## src/rtl/mem_mode_pkg.sv

```systemverilog
package mem_mode_pkg;

  typedef enum logic [1:0] {
    PRV_USER = 2'd0,
    PRV_SUPV = 2'd1,
    PRV_RSVD = 2'd2,
    PRV_MACH = 2'd3
  } prv_e;

  typedef struct packed {
    prv_e prv;
    logic virt;
  } acc_mode_t;

  localparam int unsigned PRV_W = 2;

  // Mode saved by the machine level; a saved machine privilege is never virtual.
  function automatic acc_mode_t saved_m_mode(prv_e p, logic v);
    acc_mode_t r;
    r.prv  = p;
    r.virt = (p != PRV_MACH) && v;
    return r;
  endfunction

  // Mode saved by the hypervisor level: privilege is user or supervisor only.
  function automatic acc_mode_t saved_h_mode(logic spv, logic v);
    acc_mode_t r;
    r.prv  = spv ? PRV_SUPV : PRV_USER;
    r.virt = v;
    return r;
  endfunction

  // A return landing in user level or any virtual mode drops the hypervisor override.
  function automatic logic lands_below_hs(prv_e p, logic v);
    return (p == PRV_USER) || v;
  endfunction

  function automatic logic pick_endian(acc_mode_t m, logic bm, logic bhs,
                                       logic bvs, logic bu);
    logic r;
    case (m.prv)
      PRV_MACH: r = bm;
      PRV_SUPV: r = m.virt ? bvs : bhs;
      default:  r = bu;
    endcase
    return r;
  endfunction

endpackage

```

## src/rtl/mode_resolve.sv

```systemverilog
module mode_resolve
  import mem_mode_pkg::*;
(
  input  logic       is_fetch,
  input  prv_e       cur_prv,
  input  logic       cur_virt,
  input  logic       m_ovr,
  input  prv_e       m_prev_prv,
  input  logic       m_prev_virt,
  input  logic       h_ovr,
  input  logic       h_prev_virt,
  input  logic       h_prev_spv,
  output acc_mode_t  eff,
  output logic       m_ovr_hit,
  output logic       h_ovr_hit
);

  logic in_mach;
  logic in_hs;
  acc_mode_t cur_mode;

  assign in_mach = (cur_prv == PRV_MACH);
  assign in_hs   = (cur_prv == PRV_SUPV) && !cur_virt;

  // Machine override wins in machine mode; hypervisor override only in HS.
  assign m_ovr_hit = !is_fetch && in_mach && m_ovr;
  assign h_ovr_hit = !is_fetch && in_hs && h_ovr;

  always_comb begin
    cur_mode.prv  = cur_prv;
    cur_mode.virt = in_mach ? 1'b0 : cur_virt;
    if (m_ovr_hit)      eff = saved_m_mode(m_prev_prv, m_prev_virt);
    else if (h_ovr_hit) eff = saved_h_mode(h_prev_spv, h_prev_virt);
    else                eff = cur_mode;
  end

endmodule

```

## src/rtl/endian_pick.sv

```systemverilog
module endian_pick
  import mem_mode_pkg::*;
#(
  parameter bit VS_BE_FOLLOWS_HS = 1'b0
) (
  input  acc_mode_t eff,
  input  logic      be_m,
  input  logic      be_hs,
  input  logic      be_vs,
  input  logic      be_u,
  output logic      big_endian,
  output logic      two_stage
);

  logic vs_be_eff;

  generate
    if (VS_BE_FOLLOWS_HS) begin : g_vs_tied
      assign vs_be_eff = be_hs;
    end else begin : g_vs_own
      assign vs_be_eff = be_vs;
    end
  endgenerate

  assign big_endian = pick_endian(eff, be_m, be_hs, vs_be_eff, be_u);
  assign two_stage  = eff.virt;

endmodule

```

## src/rtl/ovr_return_clear.sv

```systemverilog
module ovr_return_clear
  import mem_mode_pkg::*;
(
  input  logic clk,
  input  logic rst_n,
  input  logic ret_valid,
  input  prv_e ret_prv,
  input  logic ret_virt,
  output logic clr_q
);

  logic clr_event;

  assign clr_event = ret_valid && lands_below_hs(ret_prv, ret_virt);

  always_ff @(posedge clk or negedge rst_n) begin
    if (!rst_n) clr_q <= 1'b0;
    else        clr_q <= clr_event;
  end


  ret_user_clr_chk: assert property (@(posedge clk) disable iff (!rst_n)
    (ret_valid && ret_prv == PRV_USER) |=> clr_q);


  ret_hs_noclr_chk: assert property (@(posedge clk) disable iff (!rst_n)
    (ret_valid && ret_prv == PRV_SUPV && !ret_virt) |=> !clr_q);


  no_ret_noclr_chk: assert property (@(posedge clk) disable iff (!rst_n)
    !ret_valid |=> !clr_q);

endmodule

```

## src/rtl/mem_mode_sel.sv

```systemverilog
module mem_mode_sel
  import mem_mode_pkg::*;
#(
  parameter bit VS_BE_FOLLOWS_HS = 1'b0
) (
  input  logic       clk,
  input  logic       rst_n,
  input  logic       req_valid,
  input  logic       is_fetch,
  input  logic [1:0] cur_priv,
  input  logic       cur_virt,
  input  logic       m_ovr,
  input  logic [1:0] m_prev_priv,
  input  logic       m_prev_virt,
  input  logic       h_ovr,
  input  logic       h_prev_virt,
  input  logic       h_prev_spv,
  input  logic       be_m,
  input  logic       be_hs,
  input  logic       be_vs,
  input  logic       be_u,
  input  logic       ret_valid,
  input  logic [1:0] ret_priv,
  input  logic       ret_virt,
  output logic       rsp_valid,
  output logic [1:0] eff_priv,
  output logic       eff_virt,
  output logic       two_stage,
  output logic       big_endian,
  output logic       h_ovr_clr
);

  acc_mode_t eff_d;
  logic      m_ovr_hit;
  logic      h_ovr_hit;
  logic      be_d;
  logic      ts_d;

  mode_resolve u_resolve (
    .is_fetch    (is_fetch),
    .cur_prv     (prv_e'(cur_priv)),
    .cur_virt    (cur_virt),
    .m_ovr       (m_ovr),
    .m_prev_prv  (prv_e'(m_prev_priv)),
    .m_prev_virt (m_prev_virt),
    .h_ovr       (h_ovr),
    .h_prev_virt (h_prev_virt),
    .h_prev_spv  (h_prev_spv),
    .eff         (eff_d),
    .m_ovr_hit   (m_ovr_hit),
    .h_ovr_hit   (h_ovr_hit)
  );

  endian_pick #(.VS_BE_FOLLOWS_HS(VS_BE_FOLLOWS_HS)) u_endian (
    .eff        (eff_d),
    .be_m       (be_m),
    .be_hs      (be_hs),
    .be_vs      (be_vs),
    .be_u       (be_u),
    .big_endian (be_d),
    .two_stage  (ts_d)
  );

  ovr_return_clear u_retclr (
    .clk       (clk),
    .rst_n     (rst_n),
    .ret_valid (ret_valid),
    .ret_prv   (prv_e'(ret_priv)),
    .ret_virt  (ret_virt),
    .clr_q     (h_ovr_clr)
  );

  always_ff @(posedge clk or negedge rst_n) begin
    if (!rst_n) begin
      rsp_valid  <= 1'b0;
      eff_priv   <= '0;
      eff_virt   <= 1'b0;
      two_stage  <= 1'b0;
      big_endian <= 1'b0;
    end else begin
      rsp_valid <= req_valid;
      if (req_valid) begin
        eff_priv   <= eff_d.prv;
        eff_virt   <= eff_d.virt;
        two_stage  <= ts_d;
        big_endian <= be_d;
      end
    end
  end


  fetch_bypass_chk: assert property (@(posedge clk) disable iff (!rst_n)
    (rsp_valid && $past(is_fetch)) |->
      (eff_priv == $past(cur_priv) && eff_virt == $past(cur_virt)));


  m_override_chk: assert property (@(posedge clk) disable iff (!rst_n)
    (req_valid && m_ovr_hit) |=> (eff_priv == $past(m_prev_priv)));


  m_plain_chk: assert property (@(posedge clk) disable iff (!rst_n)
    (req_valid && !is_fetch && cur_priv == 2'd3 && !m_ovr) |=>
      (eff_priv == 2'd3 && !eff_virt));


  h_only_in_hs_chk: assert property (@(posedge clk) disable iff (!rst_n)
    h_ovr_hit |-> (cur_priv == 2'd1 && !cur_virt && !m_ovr_hit));


  overrides_exclusive_chk: assert property (@(posedge clk) disable iff (!rst_n)
    $countones({m_ovr_hit, h_ovr_hit}) <= 1);


  rsp_follows_req_chk: assert property (@(posedge clk) disable iff (!rst_n)
    rsp_valid == $past(req_valid));


  hold_when_idle_chk: assert property (@(posedge clk) disable iff (!rst_n)
    !req_valid |=> ($stable(eff_priv) && $stable(eff_virt) && $stable(big_endian)));

endmodule

```

## config.mk

```make
export PLATFORM = sky130hd
export DESIGN_NAME = mem_mode_sel
export DESIGN_NICKNAME = d
export VERILOG_FILES = /design/src/rtl/mem_mode_pkg.sv /design/src/rtl/mode_resolve.sv /design/src/rtl/endian_pick.sv /design/src/rtl/ovr_return_clear.sv /design/src/rtl/mem_mode_sel.sv
export SDC_FILE = /design/constraint.sdc
export NUM_CORES = 1
export LEC_CHECK = 0
export BUFFER_PORTS_ARGS = -buffer_cell sky130_fd_sc_hd__buf_2
export CORE_AREA = 2 2 39 41
export CTS_CLUSTER_DIAMETER = 80
export DETAILED_ROUTE_END_ITERATION = 7
export DIE_AREA = 0 0 41 43
export MAX_ROUTING_LAYER = met4
export PLACE_DENSITY = 0.63
export REMOVE_ABC_BUFFERS = 1
export SLEW_MARGIN = 5
export SYNTH_ARGS = -nofsm -noshare
export SYNTH_HDL_FRONTEND = slang
export SYNTH_HIERARCHICAL = 1
export SYNTH_SLANG_ARGS = --single-unit
```

## constraint.sdc

```tcl
create_clock -name clk -period 0.8 [get_ports clk]
set_input_delay 0.04 -clock clk [delete_from_list [all_inputs] [get_ports clk]]
set_output_delay 0.04 -clock clk [all_outputs]
set_load 0.05 [all_outputs]
```

# Word level (Yosys, flattened, before mapping)
# Cells that the tools add are included.
word_totals:
  out_inout_bits: 7
  ff_bits: 6
  in_bits: 22
classes:
  n_eq_ne: 5
  reduce_logical: 11
  n_mux: 6
op_table:
  columns: ["op", "n"]
  rows:
  - ["logical AND 1 bit", 7]
  - ["two-way mux 3 bit", 2]
  - ["== test 2 x 1 -> 1 bit (second input constant)", 2]
  - ["== test 2 bit (second input constant)", 2]
  - ["two-way mux 1 bit", 3]
  - ["logical NOT 1 bit", 2]
  - ["logical NOT 2 bit", 1]
  - ["!= test 2 bit (second input constant)", 1]
  - ["one-hot mux 1 bit (2 select lines)", 1]
  - ["logical OR 1 bit", 1]

# Depth between registers and ports, before layout
logic_depth:
  word_depth: 8
  ltp_mapped: 7

# Cells and area by module
# The synthesis kept the hierarchy.
modules_own_cells:
  columns: ["mod", "instances", "area_each_um2", "seq_area_each_um2", "cells_per_inst"]
  rows:
  - ["mem_mode_sel", 1, 206.4, 150.1, 11]
  - ["mode_resolve", 1, 98.8, 0.0, 16]
  - ["endian_pick", 1, 42.5, 0.0, 6]
  - ["ovr_return_clear", 1, 36.3, 25.0, 3]

# Worst setup path after synthesis
# OpenSTA, ideal clock, no wires.
synth_path:
  path_kind: "input to register"
  start: "input is_fetch"
  end: "register big_endian"
  n_path_buf: 0
  setup_slack_ns: -0.375
  stages: 7
  arrival_ns: 1.051
  required_ns: 0.675
  setup_ns: 0.125
  cell_sequence: "nand4b_1 > inv_2 > a32oi_1 > nand2_1 > mux2i_1 > o211ai_1 > mux2_2"
synth_lines:
  columns: ["element", "line_no", "rtl"]
  rows:
  - ["start, declared", "mem_mode_sel.sv:9", "input logic is_fetch,"]
  - ["end signal, assigned", "mem_mode_sel.sv:79", "big_endian <= 1'b0;"]
  - ["end signal, assigned", "mem_mode_sel.sv:86", "big_endian <= be_d;"]
  - ["end, declared", "mem_mode_sel.sv:29", "output logic big_endian,"]

==> out/metrics.json <==
{
  "floorplan": {
    "starting_density": 0.273,
    "floorplan.die.width_um": 41,
    "die-area_mm2": 0.00176,
    "die_h_um": 43,
    "coreArea_mm2": 0.00138,
    "top_level_ports": 29,
    "rows": 14
  },
  "power": {
    "leakage_nw": 0.396,
    "power.clock.fraction": 0.265,
    "seq_power_share": 0.343,
    "cellPowerDensity_mw_per_mm2": 1590,
    "cell_internal_pwr_w": 0.000821,
    "max-vdd-ir-drop_mv": 1.12,
    "netSwitchingFraction": 0.328,
    "sw_power_w": 0.000401,
    "p_comb_frac": 0.393
  },
  "cells_and_area": {
    "layout.cell_area.non_filler_um2": 767,
    "design.final.nets": 101,
    "layoutNonFillerInstCount": 94,
    "multi_input_gate_area_in_the_final_layout_um2": 231,
    "syn_to_final_growth_pct": 103,
    "n_fill_cell": 121,
    "n_antenna_cell": 0,
    "layout_cell_share_with_drive_strength_beyond_1": 0.667,
    "ff_latch_area_um2": 175
  },
  "setup_path": {
    "crit-reg2reg-launch": "eff_virt",
    "critical_path.startpoint_type": "primary input",
    "crit_chain": "buf_8 -> nor4b_4 -> nand3_1 -> nand2_2 -> mux2i_1 -> o211ai_1 -> mux2_4",
    "rrSetupSlack_ps": 30,
    "critical_path_class": "in2reg",
    "critical_path.endpoint_type": "flop",
    "cp_top_family": "simple AND/OR/NAND/NOR gates",
    "worstRegToRegCells": 1,
    "critPathRequiredTime_ps": 940,
    "worst_path_max_delay_cell": "nor4b_4",
    "path_max_fanout": 2,
    "reg2reg_to": "eff_virt",
    "timing.critical_path.buf_inv": 1,
    "max_stage_delay_ps": 270,
    "worst_ep_arrival_time_ps": 1190
  },
  "place": {
    "placed_area_um2": 576,
    "dp.final_hpwl_um": 715,
    "gp_weighted_congestion": 0.738,
    "numPlacedInstances": 84,
    "port-buffer-count": 28,
    "placement.setup.worst_slack_ps": -570
  },
  "global_routing": {
    "antenna_violations_before_repair": 0,
    "grt.busiest_layer": "met2",
    "grt_start_max_net_pins": 8,
    "total_grt_overflow": 0,
    "grt_usage": 0.154,
    "first_pass_grt_wire_length_mm": 1.70,
    "global_route_met2_utilization": 0.225,
    "global_route.usage.met3": 0.0942,
    "gr_met1_demand_resource": 0.183,
    "via_count_of_the_first_global_routing_pass": 391
  },
  "yosys": {
    "synth-warning-count": 6,
    "mappedNetlistArea_um2": 378,
    "syn_avg_cell_area_um2": 10.8,
    "synth_instances": 35
  },
  "min_path": {
    "hp-class": "in2reg",
    "worstHoldStart": "ret_priv[1]",
    "hold_path_depth": 3,
    "hold_path_end": "u_retclr/clr_q"
  },
  "drt": {
    "via_per_inst": 4.47,
    "vias_after_detailed_routing": 420,
    "drt_iter0_markers": 1,
    "drt-pass1-iter-count": 4,
    "remaining_drc_errors": 0,
    "wire_per_inst_um": 12.1,
    "route.final.wire_length_mm": 1.13,
    "final_antenna_net_count": 0
  },
  "run_status": {
    "failed_checks": "negative setup slack",
    "run_status": "finished, violations left"
  },
  "sta": {
    "achievable-frequency_mhz": 954,
    "timing_max_transition_violations_final": 0,
    "setup_slack_ps": -248,
    "timing.clock.skew_ps": 0,
    "setup_viol": 12,
    "timing.final.crit_period_ps": 1050,
    "unrepaired_setup_endpoints_after_global_routing": "true",
    "timing_worst_slew_pin_value_ps": 202,
    "period_share": 1.31,
    "hold_ws_ps": 113,
    "slew-limit-headroom": 0.865,
    "timing.final.hold_violations": 0
  },
  "clock_tree": {
    "cts_num_sinks": 7,
    "cts_made_buffers": 3,
    "clk_pin_slew_worst_paths_ps": 50,
    "ctsLongestPathBuffers": 2,
    "clockRootBuffer": "clkbuf_4",
    "worst_skew_pair.late_latency_ps": 250,
    "ctsHtreeMaxLevel": 1,
    "tritoncts": "yes"
  },
  "run": {
    "max_cap_violations": 0
  }
}
routing by layer:
layer  wire length (um)  vias to the layer above
met5                  0                        -
met4                  0                        0
met3                 52                        0
met2                650                        9
met1                430                      203
li1                   -                      208
worst max-delay path by stage:
| stage | startpoint | endpoint | slack [ps] | cells after the start |
|---|---|---|---|---|
| floorplan | is_fetch | big_endian | -370 | 7 |
| global placement | is_fetch | big_endian | -560 | 8 |
| detailed placement | is_fetch | big_endian | -570 | 8 |
| CTS | cur_virt | big_endian | -220 | 7 |
| global route | cur_virt | big_endian | -300 | 7 |
| finish | cur_virt | big_endian | -250 | 7 |
timing repair:
action,4_1_cts,5_1_grt
resized for setup,29,3
setup endpoints to repair,12,12
pin swaps,10,3
setup buffers,4,0
hold buffers,2,2
hold endpoints to repair,8,2
gates cloned,0,0
flip-flops by register name, summed over array words and instances, names as in the netlist:
register,flops
big_endian,1
eff_priv,2
eff_virt,1
rsp_valid,1
two_stage,1
u_retclr/clr_q,1
worst min-delay path: cells and delay by family:
family	cells	cell delay [ps]
compound gates	1	160
simple gates	1	40
buf+inv	1	70
power by group through the flow:
stage | logic (W) | registers (W) | clock network [W]
after floorplan | 0.0000749 | 0.000553 | 0
after global placement | 0.000360 | 0.000413 | 0
after detailed placement | 0.000362 | 0.000414 | 0
after CTS | 0.000463 | 0.000419 | 0.000333
after global routing | 0.000509 | 0.000425 | 0.000369
final | 0.000480 | 0.000419 | 0.000323
per-stage QoR:
step	total power, W	setup TNS (ps)	util
2_1_floorplan	0.000628	-1120	-
3_3_place_gp	0.000773	-2040	0.416
3_5_place_dp	0.000776	-2060	0.416
4_1_cts	0.00121	-653	0.530
5_1_grt	0.00130	-1130	0.554
6_report	0.00122	-718	0.554
placed cells by master, fill, tap and decap left out, drive strengths merged:
| cell | count |
|---|---|
| a32oi | 1 |
| and2b | 1 |
| buf | 36 |
| clkbuf | 4 |
| dfrtp | 7 |
| dlygate4sd3 | 4 |
| inv | 1 |
| mux2 | 5 |
| mux2i | 1 |
| nand2 | 8 |
| nand2b | 2 |
| nand3 | 2 |
| nand4b | 1 |
| nor2 | 1 |
| nor4b | 1 |
| o211ai | 1 |
| o21a | 1 |
| o21ai | 1 |
cell type report:
cell class	instances	share of cell area
multi-input cells	26	0.302
repair buffers	40	0.405
well taps	16	0.0261
clock buffers	4	0.0343
flip-flops and latches	7	0.228
inverters	1	0.00489
Note: power is estimated with default switching activity, not from simulation.
